`config.mk`:
```
export PLATFORM = sky130hd
export DESIGN_NAME = wdog_escalator
export DESIGN_NICKNAME = d
export VERILOG_FILES = /design/src/rtl/wdog_pkg.sv /design/src/rtl/wdog_key_check.sv /design/src/rtl/wdog_down_counter.sv /design/src/rtl/wdog_stage_ctrl.sv /design/src/rtl/wdog_rst_pulse.sv /design/src/rtl/wdog_escalator.sv
export SDC_FILE = /design/constraint.sdc
export NUM_CORES = 1
export LEC_CHECK = 0
export BUFFER_PORTS_ARGS = -buffer_cell sky130_fd_sc_hd__buf_2
export CORE_MARGIN = 2
export CORE_UTILIZATION = 40
export DETAILED_ROUTE_END_ITERATION = 6
export PLACE_DENSITY = 0.68
export RECOVER_POWER = 25
export SYNTH_ARGS = -nofsm -noshare
export SYNTH_HDL_FRONTEND = slang
export SYNTH_SLANG_ARGS = --single-unit
export TNS_END_PERCENT = 20
```
`constraint.sdc`:
```
create_clock -name clk -period 1.71 [get_ports clk]
set_clock_uncertainty 0.1 [all_clocks]
set_input_delay 0.0855 -clock clk [delete_from_list [all_inputs] [get_ports clk]]
set_output_delay 0.0855 -clock clk [all_outputs]
set_load 0.01 [all_outputs]
```
`src/rtl/wdog_pkg.sv`:
```
package wdog_pkg;
  typedef enum logic {
    STG_ARMED  = 1'b0,
    STG_WARNED = 1'b1
  } wdog_stage_e;
endpackage

```
`src/rtl/wdog_key_check.sv`:
```
module wdog_key_check #(
  parameter int          KEY_W = 16,
  parameter logic [KEY_W-1:0] KEY = 16'h5A3C
) (
  input  logic             wr,
  input  logic [KEY_W-1:0] data,
  output logic             accept
);
  // Only the exact key word counts as a service write.
  always_comb accept = wr && (data == KEY);
endmodule

```
`src/rtl/wdog_down_counter.sv`:
```
module wdog_down_counter #(
  parameter int               CNT_W     = 16,
  parameter logic [CNT_W-1:0] RESET_VAL = 16'd1023
) (
  input  logic             clk,
  input  logic             rst_n,
  input  logic             sw_load,
  input  logic [CNT_W-1:0] sw_val,
  output logic             expire
);
  localparam logic [CNT_W-1:0] ONE = CNT_W'(1);

  logic [CNT_W-1:0] cnt;
  logic [CNT_W-1:0] lat;

  // A software load overrides the expiry of the same cycle.
  always_comb expire = (cnt == '0) && !sw_load;

  always_ff @(posedge clk or negedge rst_n) begin
    if (!rst_n) begin
      cnt <= RESET_VAL;
      lat <= RESET_VAL;
    end else if (sw_load) begin
      cnt <= sw_val;
      lat <= sw_val;
    end else if (cnt == '0) begin
      cnt <= lat;
    end else begin
      cnt <= cnt - ONE;
    end
  end

  p_count_dec_r2: assert property (@(posedge clk) disable iff (!rst_n)
    (!sw_load && cnt != '0) |=> cnt == $past(cnt) - ONE);
  p_auto_reload_r3: assert property (@(posedge clk) disable iff (!rst_n)
    expire |=> cnt == $past(lat));
  p_sample_at_load_r8: assert property (@(posedge clk) disable iff (!rst_n)
    sw_load |=> (cnt == $past(sw_val)) && (lat == $past(sw_val)));
  p_lat_hold_r8: assert property (@(posedge clk) disable iff (!rst_n)
    !sw_load |=> $stable(lat));
endmodule

```
`src/rtl/wdog_stage_ctrl.sv`:
```
module wdog_stage_ctrl
  import wdog_pkg::*;
(
  input  logic        clk,
  input  logic        rst_n,
  input  logic        expire,
  input  logic        sw_reload,
  input  logic        irq_clr,
  output logic        irq,
  output logic        second_hit,
  output wdog_stage_e stage
);
  always_comb second_hit = expire && (stage == STG_WARNED);

  always_ff @(posedge clk or negedge rst_n) begin
    if (!rst_n) begin
      stage <= STG_ARMED;
      irq   <= 1'b0;
    end else begin
      if (sw_reload)
        stage <= STG_ARMED;
      else if (expire)
        stage <= (stage == STG_ARMED) ? STG_WARNED : STG_ARMED;

      // Setting by a first expiry beats a clear in the same cycle.
      if (expire && stage == STG_ARMED)
        irq <= 1'b1;
      else if (sw_reload || irq_clr)
        irq <= 1'b0;
    end
  end

  p_first_irq_r3: assert property (@(posedge clk) disable iff (!rst_n)
    (expire && stage == STG_ARMED) |=> irq && stage == STG_WARNED);
  p_reload_clear_r6: assert property (@(posedge clk) disable iff (!rst_n)
    sw_reload |=> !irq && stage == STG_ARMED);
  p_irq_hold_r9: assert property (@(posedge clk) disable iff (!rst_n)
    (irq && !irq_clr && !sw_reload) |=> irq);
  p_clr_keeps_stage_r9: assert property (@(posedge clk) disable iff (!rst_n)
    (irq_clr && !sw_reload && !expire) |=> $stable(stage));
endmodule

```
`src/rtl/wdog_rst_pulse.sv`:
```
module wdog_rst_pulse #(
  parameter int PULSE_LEN = 4
) (
  input  logic clk,
  input  logic rst_n,
  input  logic trigger,
  output logic rst_req
);
  localparam int PW = $clog2(PULSE_LEN + 1);
  localparam logic [PW-1:0] LEN = PW'(PULSE_LEN);
  localparam logic [PW-1:0] ONE = PW'(1);

  logic [PW-1:0] remain;

  always_ff @(posedge clk or negedge rst_n) begin
    if (!rst_n)
      remain <= '0;
    else if (trigger)
      remain <= LEN;
    else if (remain != '0)
      remain <= remain - ONE;
  end

  always_comb rst_req = (remain != '0);

  p_pulse_start_r5: assert property (@(posedge clk) disable iff (!rst_n)
    trigger |=> rst_req && remain == LEN);
  p_pulse_end_r5: assert property (@(posedge clk) disable iff (!rst_n)
    (!trigger && remain == ONE) |=> !rst_req);
endmodule

```
`src/rtl/wdog_escalator.sv`:
```
module wdog_escalator #(
  parameter int                CNT_W         = 16,
  parameter int                KEY_W         = 16,
  parameter logic [KEY_W-1:0]  KEY           = 16'h5A3C,
  parameter logic [CNT_W-1:0]  RESET_TIMEOUT = 16'd1023,
  parameter int                RST_CYCLES    = 4
) (
  input  logic             clk,
  input  logic             rst_n,
  input  logic             reload_wr,
  input  logic [KEY_W-1:0] reload_data,
  input  logic [CNT_W-1:0] timeout_val,
  input  logic             irq_clr,
  output logic             irq,
  output logic             rst_req
);
  import wdog_pkg::*;

  logic        accept;
  logic        expire;
  logic        second_hit;
  wdog_stage_e stage;

  wdog_key_check #(.KEY_W(KEY_W), .KEY(KEY)) u_key (
    .wr     (reload_wr),
    .data   (reload_data),
    .accept (accept)
  );

  wdog_down_counter #(.CNT_W(CNT_W), .RESET_VAL(RESET_TIMEOUT)) u_cnt (
    .clk     (clk),
    .rst_n   (rst_n),
    .sw_load (accept),
    .sw_val  (timeout_val),
    .expire  (expire)
  );

  wdog_stage_ctrl u_stage (
    .clk        (clk),
    .rst_n      (rst_n),
    .expire     (expire),
    .sw_reload  (accept),
    .irq_clr    (irq_clr),
    .irq        (irq),
    .second_hit (second_hit),
    .stage      (stage)
  );

  wdog_rst_pulse #(.PULSE_LEN(RST_CYCLES)) u_pulse (
    .clk     (clk),
    .rst_n   (rst_n),
    .trigger (second_hit),
    .rst_req (rst_req)
  );

  p_rst_on_second_r4: assert property (@(posedge clk) disable iff (!rst_n)
    second_hit |=> rst_req && stage == STG_ARMED);
  p_bad_key_ignored_r7: assert property (@(posedge clk) disable iff (!rst_n)
    (reload_wr && reload_data != KEY && !expire && !irq_clr) |=> $stable(irq));
  p_reload_wins_r10: assert property (@(posedge clk) disable iff (!rst_n)
    accept |=> !$rose(rst_req) && !$rose(irq));
endmodule

```
; After elaboration in Yosys (flattened, before gate mapping)
; Index checks and enable logic that the tools add are counted.
[op_classes]
addsub = 2
bitwise = 1
n_eq_ne = 1
muxes = 9
reduce_logical = 11
[op_table]
columns = cell, count
row1 = two-way mux 16 bit, 2
row2 = "equality test 16 x 15 -> 1 bit, second input constant", 1
row3 = zero test 16 bit, 1
row4 = "subtractor 16 x 1 -> 16 bit, second input constant", 1
row5 = two-way mux 3 bit, 2
row6 = nonzero test 2 bit, 3
row7 = two-way mux 1 bit, 5
row8 = logical AND 1 bit, 4
row9 = nonzero test 3 bit, 1
row10 = "subtractor 3 x 1 -> 3 bit, second input constant", 1
row11 = zero test 1 bit, 1
row12 = logical OR 1 bit, 1
row13 = inverter 1 bit, 1
[totals]
output_inout_bits = 2
in_bits = 36
ff_bits = 37

; Longest topological paths before layout
; Gate-level depths: netlist (run 1).
[depth]
ltp_word = 6
ltp_mapped = 7
ltp_nobuf = 7

; By module
; Synthesis (run 1) repeated with hierarchy kept, for this count alone.
[unflattened]
cells_unflattened = 218
hier_area_um2 = 2148.3
[by_module_without_submodules]
columns = mod, instances, seq_area_each_um2, area_each_um2, cells_each
row1 = wdog_down_counter, 1, 825.8, 1829.3, 187
row2 = wdog_rst_pulse, 1, 75.1, 177.7, 16
row3 = wdog_stage_ctrl, 1, 50.0, 85.1, 8
row4 = wdog_key_check, 1, 0.0, 56.3, 7

; Worst setup path after synthesis (run 1)
; OpenSTA, ideal clock, no wires.
[synth_path]
kind = register -> register
start = reg u_cnt.cnt[0]
end = reg u_cnt.cnt[11]
t_arrival_ns = 1.635
setup_slack_ns = -0.101
synth_period_minus_slack_ns = 1.811
path_buffers = 0
required_ns = 1.534
path_stages_with_launch = 8
path_cell_list = dfstp_2 > inv_1 > ha_1 > nor2b_1 > a21oi_1 > o21ba_1 > a311o_1 > o21ai_1
[synth_via]
elab_chain_cells = 3
word_cells_on_any_way = 4
classes_between = add/sub (1) / mux (2) / reduce/logical (1)
[synth_lines]
columns = item, line_no
row1 = "start, declared", wdog_down_counter.sv:13  ; logic [CNT_W-1:0] cnt;
row2 = "start signal, assigned", wdog_down_counter.sv:24  ; cnt <= sw_val;
row3 = "start signal, assigned", wdog_down_counter.sv:27  ; cnt <= lat;
row4 = "start signal, assigned", wdog_down_counter.sv:29  ; cnt <= cnt - ONE;
row5 = subtractor 16 x 1 -> 16 bit / zero test 16 bit (equally long branches), "wdog_down_counter.sv:29, wdog_down_counter.sv:26"
row6 = two-way mux 16 bit *, wdog_down_counter.sv:26  ; end else if (cnt == '0) begin
row7 = two-way mux 16 bit *, wdog_down_counter.sv:23  ; end else if (sw_load) begin
; Mark *: on every way between the ends. The rest lies on a longest branch, timed or not.
; A chain may end at the register's enable or synchronous reset.

; Worst setup path after layout (run 1)
[layout_path]
start = reg u_cnt.cnt[14]
end = reg u_cnt.cnt[11]
[layout_via]
elab_chain_cells = 3
[layout_lines]
columns = item, line_no
row1 = zero test 16 bit, wdog_down_counter.sv:26
row2 = two-way mux 16 bit, wdog_down_counter.sv:26
row3 = two-way mux 16 bit, wdog_down_counter.sv:23
; No other way between the ends.

==> results of run 1 <==
[layout make-up]
class	count	area (um2)	share of cell area (%)
clock buffer	6	72.57	2.437
tap	67	83.83	2.815
timing repair buffer	92	690.7	23.19
sequential	37	952.2	31.97
inverter	7	26.28	0.8824
clock inverter	2	10.01	0.3361
multi-input combinational	164	1142	38.36
[worst paths after layout]
path / end / startpoint / slack, ns
max: u_cnt.cnt[11] / u_cnt.cnt[14] / -0.06
min: u_cnt.cnt[1] / reload_data[0] / 0.29
max reg2reg: u_cnt.cnt[11] / u_cnt.cnt[14] / -0.06
min reg2reg: u_cnt.lat[0] / u_cnt.lat[0] / 0.36
max in group asynchronous: u_cnt.cnt[11] / rst_n / 0.46
min in group asynchronous: u_cnt.lat[14] / rst_n / 0.44
[registers in the layout (all words and copies together), names as in the netlist]
register and count:
u_stage.irq 1, u_cnt.cnt 16, u_stage.stage 1, u_cnt.lat 16, u_pulse.remain 3
[cell usage in the layout, fill, tap and decap left out, types with 3 or more instances in the layout]
master         count
buf_2             37
clkbuf_8           5
nand2_1           57
xnor2_1            6
dlygate4sd3_1     18
nor2_1            15
a31oi_1            4
nor3_2             4
inv_1              5
dfstp_2           20
mux2i_1            8
o21ai_1           13
a21oi_1            3
buf_12             4
buf_4             32
xor2_1             3
dfrtp_1           16
ha_1               3
[cells in the mapped netlist, types with 3 or more instances]
master,number,area share (%)
nor2_1,16,3.0
xnor2_1,7,3.0
buf_2,5,1.2
nor3_1,6,1.5
nor4bb_1,3,1.5
a21oi_1,4,0.99
o21ai_1,4,0.99
dfstp_2,20,26
nand2_1,58,11
nand3_1,3,0.74
o21ai_0,11,2.7
dfrtp_1,17,21
a31oi_1,5,1.5
inv_1,7,1.3
mux2i_1,8,3.9
xor2_1,3,1.3
ha_1,4,2.5
[power by group through the flow]
stage                     sequential, uW  combinational [uW]  clock, uW
after floorplan                     1020                94.0          0
after global placement              1020                 204          0
after CTS                           1000                 266        601
after global routing                1010                 303        642
after detailed placement            1020                 208          0
final                               1000                 271        577
[metrics by stage]
stage	std cells	instance area (um2)
3_3_place_gp	341	2531
4_1_cts	371	2888
6_report	375	2978
3_5_place_dp	341	2531
2_1_floorplan	215	2033
5_1_grt	375	2978
[worst reg2reg max path, stage by stage, from the launching register on]
cell and delay [ns]:
dfrtp_1 0.43, nor4_4 0.39, buf_4 0.19, a21oi_2 0.04, o21ba_1 0.16, a311o_1 0.28
o21ai_1 0.11
[cell families (layout without fill, tap and decap cells)]
group / after synthesis / after routing / share of synthesized area, %
AOI/OAI and AO/OA: 34 / 34 / 11.34
xor gates and xnor gates: 10 / 10 / 4.313
adders and majority gates: 4 / 4 / 2.465
buffers and inverters: 15 / 107 / 3.820
DFF: 37 / 37 / 46.83
muxes: 8 / 8 / 3.943
and+or+nand+nor: 107 / 108 / 27.30
[metal layers]
metal	track usage [%]	wire, um	up-vias
met2	31.87	2354	56
met1	23.78	2101	845
met3	4.016	210	12
met4	7.602	142	0
li1	-	-	922
met5	0	0	-
[timing repair]
item / 4_1_cts / 5_1_grt
pin swaps: 6 / 6
endpoints found under the hold margin: 50 / 0
gates resized for setup: 15 / 19
hold buffers: 18 / 0
setup endpoints to repair: 14 / 22
gates cloned: 1 / 0
setup buffers: 3 / 4
==> flow_summary.toml, run 1 <==
[pwr]
total_switching_power_uw = 454.2
switching_power_share_of_the_total_pct = 24.54
power.leakage_uw = 0.001385
worst_ir_drop_on_vdd_mv = 0.5055
p_int_uw = 1397
design_power_total_uw = 1851
power_density_nw_per_um2 = 621.6
clockPowerShare_pct = 31.2
share_comb_of_total_power_pct = 14.6
seqPwrFrac_pct = 54.2

[placed_design]
io_buffer_count = 37
place_ws_ns = -0.1099
place_congestion = 0.9199
dp.final_hpwl_mm = 3.190

[worst_setup_path]
crit_path_end_kind = "register"
cp_data_arrival_time_ns = 1.89
cp_delay_by_family_top = "compound AO/OA/AOI/OAI gates"
worst_path_largest_cell_delay_ns = 0.43
reg2regPathDepth = 6
critical_path_source_type = "register"
criticalPathCategory = "reg2reg"
crit_cells = 6
timing.critical_path.fanout_max = 3
list_of_cells_traversed_by_the_critical_path = "nor4_4 > buf_4 > a21oi_2 > o21ba_1 > a311o_1 > o21ai_1"
worst_ep_required_time_ns = 1.82
crit_path_top_delay_cell = "dfrtp_1"
sum_of_buffers_and_inverters_on_the_critical_path = 1

[synth]
synth.yosys.warnings = 0
syn_avg_cell_area_um2 = 9.445
synth-seq-cells = 37
syn-instance-count = 215
yosysUniqueCellTypes = 45
mappedNetlistNets = 255
synth-seq-area-share_pct = 46.83
ys.flop_type = "dfstp_2"
number_of_flops_mapped_to_enable_cells_by_yosys = 0
async_reset_ff_share_pct = 100.0
cell_area_after_technology_mapping_um2 = 2031

[run_status]
outcome = "finished with violations"
violations_in_the_final_reports = "setup timing"

[timing]
layout_min_cycle_time_ns = 1.775
slew-limit-headroom_pct = 39.65
worst_slew_pin_slew_ns = 0.9053
maxClockFrequency_ghz = 0.5634
maxSlewViolCount = 0
layout_worst_path_cycle_share_pct = 103.8
setup_tns_ns = -0.1374
postLayoutSetupSlackWorst_ns = -0.06493
whs_ns = 0.2898
rsz0062_at_grt = "yes"
hold_viol = 0
count_of_endpoints_failing_setup_in_the_final_report = 6

[clock_network]
clock_tree.htree_level_count = 2
clock_tree.root_cell = "clkbuf_8"
cts_tree = "yes"
clock_sinks = 37
clk_path_buf_depth = 2
clock_pin_slew_reported_for_the_worst_setup_and_hold_paths_after_clock_tree_synthesis_ns = 0.07
clk_latency_ns = 0.29
cts-buffers-inserted = 5

[drt]
detail-route-antenna-nets = 0
drc_errors = 0
detailedRoute.firstIterationViolations = 94
route.vias.total = 1835
routed_wl_mm = 4.808
routed_via_density = 4.893
drt-wirelength-per-cell_um = 12.82
pre_repair_dr_iteration_count = 4

[cells_and_area]
layout_cell_share_with_drive_strength_beyond_1_pct = 43.18
num-nets-final = 347
area.growth.synth_to_final_pct = 46.64
fillerInstances = 416
antenna_cells_inserted = 0
finalCoreUtilization_pct = 61.82

[floorplan]
core_area_um2 = 4817
design.die.area_um2 = 5663
design.portCount = 38
die_x_um = 75.25
fp-row-count = 25
dieHeight_um = 75.25
floorplan.initialDensity_pct = 42.16

[hold_path]
min-delay-path-class = "in2reg"
whs_path_depth = 5

[grt]
first_global_vias = 1805
grt_antenna_before_repair = 0
grt_use_total_pct = 18.95
grt_max_degree = 38
grt_pass1_wl_mm = 8.114
grt_overflow_total = 0

[job]
number_of_maximum_capacitance_violations = 0
Note: power is estimated with default switching activity, not from simulation.
==> inputs of run 2 (changes only) <==
--- a/config.mk
+++ b/config.mk
@@ -6,7 +6,7 @@
 export NUM_CORES = 1
 export LEC_CHECK = 0
 export BUFFER_PORTS_ARGS = -buffer_cell sky130_fd_sc_hd__buf_2
-export CORE_MARGIN = 2
+export CORE_ASPECT_RATIO = 0.7
 export CORE_UTILIZATION = 40
 export DETAILED_ROUTE_END_ITERATION = 6
 export PLACE_DENSITY = 0.68
==> run 2 against run 1 <==
Net effect: the flow still finishes with violations (setup timing); non-clock buffer count grew 1; routed wire length shrank 0.64%; final cell count grew 0.53%; via count grew 0.44%; global-route usage grew 0.89 points.
==> flow_summary.toml, run 2 (synthesis results as in run 1) <==
[worst_setup_path]
crit_path_end_kind = "register"
criticalPathCategory = "reg2reg"
list_of_cells_traversed_by_the_critical_path = "nor4_4 > buf_6 > and3_4 > nand3_4 > buf_12 > o221ai_2 > o21ai_1"
worst_ep_required_time_ns = 1.80
crit_path_top_delay_cell = "dfstp_2"
worst_path_largest_cell_delay_ns = 0.39
sum_of_buffers_and_inverters_on_the_critical_path = 2
critical_path_source_type = "register"
cp_data_arrival_time_ns = 1.87
cp_delay_by_family_top = "simple AND/OR/NAND/NOR gates"
timing.critical_path.fanout_max = 9

[placed_design]
detailed_place.area_um2 = 2529
place_ws_ns = -0.1368
place_congestion = 0.8724
io_buffer_count = 37
dp_cells = 344
dp.final_hpwl_mm = 3.308

[run_status]
violations_in_the_final_reports = "setup timing"
outcome = "finished with violations"

[floorplan]
fp-row-count = 21
die_x_um = 87.16
design.portCount = 38
dieHeight_um = 61.62
floorplan.initialDensity_pct = 42.00
design.die.area_um2 = 5370
core_area_um2 = 4835

[grt]
grt_use_total_pct = 19.84
grt_overflow_total = 0
grt_pass1_wl_mm = 7.921
grt_use_met1_pct = 26.33
grt_util_met2_pct = 33.30
first_global_vias = 1760
highest_utilization_routing_layer_at_the_global_route_stage = "met2"
grt_max_degree = 38
grt_antenna_before_repair = 0
gr-usage-met3_pct = 4.021

[clock_network]
cts-buffers-inserted = 5
cts_tree = "yes"
clock_tree.root_cell = "clkbuf_8"
clk_path_buf_depth = 2
clk_latency_ns = 0.29
clock_sinks = 37
clock_pin_slew_reported_for_the_worst_setup_and_hold_paths_after_clock_tree_synthesis_ns = 0.08
clock_tree.htree_level_count = 2

[cells_and_area]
num-nets-final = 347
final_cell_mix = "nand2_1 (57), buf_2 (37), buf_4 (33)"
antenna_cells_inserted = 0
finalInstanceArea_um2 = 2934
layout.cells.most_common = "nand2_1"
reg.largest.list = "u_cnt.cnt: 16 flops, u_cnt.lat: 16 flops, u_pulse.remain: 3 flops"
layout_cell_share_with_drive_strength_beyond_1_pct = 40.26
final-instance-count-excl-fill = 377
fillerInstances = 432
area.growth.synth_to_final_pct = 44.49

[drt]
pre_repair_dr_iteration_count = 4
routed_via_density = 4.889
detail-route-antenna-nets = 0
drc_errors = 0
drt-wirelength-per-cell_um = 12.67
route.vias.total = 1843
detailedRoute.firstIterationViolations = 84
routed_wl_mm = 4.777

[pwr]
power_density_nw_per_um2 = 687.1
worst_ir_drop_on_vdd_mv = 0.2413
power.leakage_uw = 0.001376

[job]
number_of_maximum_capacitance_violations = 0

[timing]
count_of_endpoints_failing_setup_in_the_final_report = 15
slew-limit-headroom_pct = 39.91
rsz0062_at_grt = "yes"
maxClockFrequency_ghz = 0.5588
hold_viol = 0
postLayoutSetupSlackWorst_ns = -0.07939
layout_worst_path_cycle_share_pct = 104.6
layout_min_cycle_time_ns = 1.789
worst_slew_pin_slew_ns = 0.9014
maxSlewViolCount = 0

[hold_path]
min-delay-path-class = "in2reg"
## run 2: cell count changes in the layout (fill, tap and decap cells not counted), moves of 2 or more
cell,previous run,this run
inv_1,5,7
clkinv_2,2,0
nor3_2,4,2
inv_2,2,0
buf_6,0,2
nor3_1,2,4
o21ai_0,2,4
o21ai_1,13,11
## run 2: final timing paths
path                               from           endpoint  slack [ns]  cells after the start
setup / recovery           u_cnt.cnt[6]      u_cnt.cnt[15]       -0.08                      7
hold / removal                  irq_clr        u_stage.irq        0.02                      4
setup reg to reg           u_cnt.cnt[6]      u_cnt.cnt[15]       -0.08                      7
hold reg to reg            u_cnt.lat[3]       u_cnt.lat[3]        0.36                      2
max in group asynchronous         rst_n  u_pulse.remain[1]        0.51                      3
min in group asynchronous         rst_n      u_cnt.lat[10]        0.43                      3
## run 2: metal layers
| metal | vias up | part of all wire, % |
|---|---|---|
| met5 | - | 0 |
| met4 | 0 | 0.65 |
| met3 | 4 | 3.8 |
| met2 | 51 | 46 |
| met1 | 866 | 49 |
| li1 | 922 | - |
## run 2: area by class of cell
| type | instances | area [um2] | share of cell area [%] |
|---|---|---|---|
| tap | 69 | 86.33 | 2.942 |
| clock inverter | 1 | 7.507 | 0.2559 |
| sequential | 37 | 950.9 | 32.41 |
| clock buffer | 7 | 107.6 | 3.667 |
| timing repair buffer | 93 | 690.7 | 23.54 |
| inverter | 7 | 26.28 | 0.8955 |
| multi-input combinational | 163 | 1065 | 36.29 |
## run 2: metrics by stage
step | hold WS (ns) | util (%) | setup TNS [ns] | total power (uW)
global placement | -0.03841 | 52.30 | -0.5604 | 1226
CTS | 0.01435 | 60.30 | -0.3388 | 2036
global route | 0.009201 | 60.69 | -1.914 | 2109
finish | 0.02004 | 60.69 | -0.6518 | 2016
floorplan | -0.3101 | - | -0.1827 | 1109
detailed placement | -0.03529 | 52.30 | -1.200 | 1239
## run 2: tightest hold or removal path, delay by kind of cell
kind            cells  cell delay (ns)
buf+inv             2             0.14
simple gates        1             0.08
compound gates      1             0.06
## run 2: timing repair
action                                  CTS  global route
endpoints found under the hold margin    69             0
setup buffers                             7             1
hold buffers                             17             0
gates resized for setup                  12             8
pin swaps                                 8             8
endpoints found under the setup margin   16            20
## run 2: report_power, final
| group | switching (uW) | internal (uW) | total, uW |
|---|---|---|---|
| Combinational | 111 | 162 | 273 |
| Sequential | 50.2 | 951 | 1000 |
| Clock | 327 | 416 | 743 |
==> inputs of run 3 (changes only) <==
--- a/config.mk
+++ b/config.mk
@@ -7,9 +7,9 @@
 export LEC_CHECK = 0
 export BUFFER_PORTS_ARGS = -buffer_cell sky130_fd_sc_hd__buf_2
 export CORE_ASPECT_RATIO = 0.7
-export CORE_UTILIZATION = 40
+export CORE_UTILIZATION = 45
 export DETAILED_ROUTE_END_ITERATION = 6
-export PLACE_DENSITY = 0.68
+export PLACE_DENSITY = 0.74
 export RECOVER_POWER = 25
 export SYNTH_ARGS = -nofsm -noshare
 export SYNTH_HDL_FRONTEND = slang
==> run 3 against run 2 <==
Net effect: the run still ends with setup timing left; die area decreased by 11%; total power increased by 1.7%; routed wire length increased by 7.1%; first-iteration DRC count increased by 31%; largest power group unchanged; sequential share of layout area decreased by 0.62 points; combinational power decreased by 1%; clock power increased by 4.0%; core utilization increased by 8.4 points.
==> flow_summary.toml, run 3 (synthesis results as in run 1) <==
[cells_and_area]
reg.largest.list = "u_cnt.cnt: 16 flops, u_cnt.lat: 16 flops, u_pulse.remain: 3 flops"
layout_cell_share_with_drive_strength_beyond_1_pct = 41.97
num-nets-final = 344
area.growth.synth_to_final_pct = 47.32
antenna_cells_inserted = 0
final_cell_mix = "nand2_1 (58), buf_2 (36), buf_4 (27)"
final-instance-count-excl-fill = 360
layout.cells.most_common = "nand2_1"
fillerInstances = 345

[clock_network]
cts_tree = "yes"
clock_tree.htree_level_count = 2
clock_sinks = 37
cts-buffers-inserted = 5
clock_pin_slew_reported_for_the_worst_setup_and_hold_paths_after_clock_tree_synthesis_ns = 0.07
clock_tree.root_cell = "clkbuf_8"
clk_path_buf_depth = 2
clk_latency_ns = 0.29

[placed_design]
dp_cells = 327
dp.final_hpwl_mm = 3.319
place_congestion = 0.9526
io_buffer_count = 37

[floorplan]
floorplan.initialDensity_pct = 46.91
core_area_um2 = 4329
dieHeight_um = 58.21
die_x_um = 82.29
design.die.area_um2 = 4790
design.portCount = 38
fp-row-count = 20

[drt]
drt-wirelength-per-cell_um = 14.21
pre_repair_dr_iteration_count = 4
route.vias.total = 1846
routed_wl_mm = 5.116
routed_via_density = 5.128
detail-route-antenna-nets = 0
detailedRoute.firstIterationViolations = 110
drc_errors = 0

[timing]
maxClockFrequency_ghz = 0.5718
whs_ns = 0.01803
maxSlewViolCount = 0
postLayoutSetupSlackWorst_ns = -0.03895
hold_viol = 0
layout_worst_path_cycle_share_pct = 102.3
slew-limit-headroom_pct = 15.51
layout_min_cycle_time_ns = 1.749
rsz0062_at_grt = "yes"
worst_slew_pin_slew_ns = 1.267
count_of_endpoints_failing_setup_in_the_final_report = 11

[grt]
gr-usage-met3_pct = 5.354
grt_use_total_pct = 24.52
grt_use_met1_pct = 34.31
grt_pass1_wl_mm = 8.666
highest_utilization_routing_layer_at_the_global_route_stage = "met2"
grt_max_degree = 30
grt_antenna_before_repair = 0
grt_util_met2_pct = 38.37
first_global_vias = 1856
grt_overflow_total = 0

[pwr]
power.leakage_uw = 0.001398
worst_ir_drop_on_vdd_mv = 0.4462
power_density_nw_per_um2 = 685.0

[worst_setup_path]
criticalPathCategory = "reg2reg"
cp_data_arrival_time_ns = 1.82
worst_ep_required_time_ns = 1.78
critical_path_source_type = "register"
crit_path_end_kind = "register"
timing.critical_path.fanout_max = 8

[run_status]
outcome = "finished with violations"
violations_in_the_final_reports = "setup timing"

[job]
number_of_maximum_capacitance_violations = 0

[hold_path]
min-delay-path-class = "in2reg"
run 3: layout make-up:
cell class,instances,area (um2),share of cell area [%]
multi-input cells,164,1162,38.85
flip-flops and latches,37,950.9,31.79
repair buffers,89,664.4,22.21
clock buffers,7,86.33,2.886
well taps,55,68.82,2.300
clock inverters,1,30.03,1.004
inverters,7,28.78,0.9619
run 3: timing repair:
item / CTS / global route
resized for setup: 28 / 15
hold buffers: 17 / 0
hold endpoints to repair: 49 / 0
pin swaps: 15 / 8
cloned: 1 / 0
setup endpoints to repair: 18 / 20
buffers inserted: 7 / 0
run 3: metal layers:
| layer | routed length [um] | up-vias |
|---|---|---|
| met1 | 2427 | 864 |
| met5 | 0 | - |
| met2 | 2381 | 60 |
| met3 | 271 | 5 |
| met4 | 36 | 0 |
| li1 | - | 917 |
run 3: critical path, cell delays in order, from the launching register on:
cell and delay [ns]:
dfstp_2 0.39, nor4_4 0.28, buf_6 0.17, and3_4 0.24, nand3_4 0.17, o221ai_2 0.21, o21ai_1 0.07
run 3: path summary, 6_finish.rpt:
kind	start	end	slack, ns	depth (start not counted)
max reg2reg	u_cnt.cnt[3]	u_cnt.cnt[15]	-0.04	6
max	u_cnt.cnt[3]	u_cnt.cnt[15]	-0.04	6
max in group asynchronous	rst_n	u_cnt.cnt[6]	0.09	3
min in group asynchronous	rst_n	u_pulse.remain[2]	0.49	2
min	irq_clr	u_stage.irq	0.02	4
min reg2reg	u_cnt.lat[1]	u_cnt.lat[1]	0.36	2
run 3: stage by stage:
stage,instance area (um2),total power (uW),util [%],setup WS [ns],TNS [ns]
2_1_floorplan,2033,1109,-,-0.05196,-0.1827
3_3_place_gp,2476,1205,57.20,-0.08816,-0.4663
3_5_place_dp,2476,1214,57.20,-0.1649,-1.367
4_1_cts,2940,2062,67.92,-0.01644,-0.02783
5_1_grt,2992,2142,69.10,-0.1357,-3.319
6_report,2992,2049,69.10,-0.03895,-0.1938
run 3: power breakdown:
| group | internal, uW | switching (uW) |
|---|---|---|
| Sequential | 951 | 56.8 |
| Clock | 475 | 297 |
| Combinational | 156 | 113 |
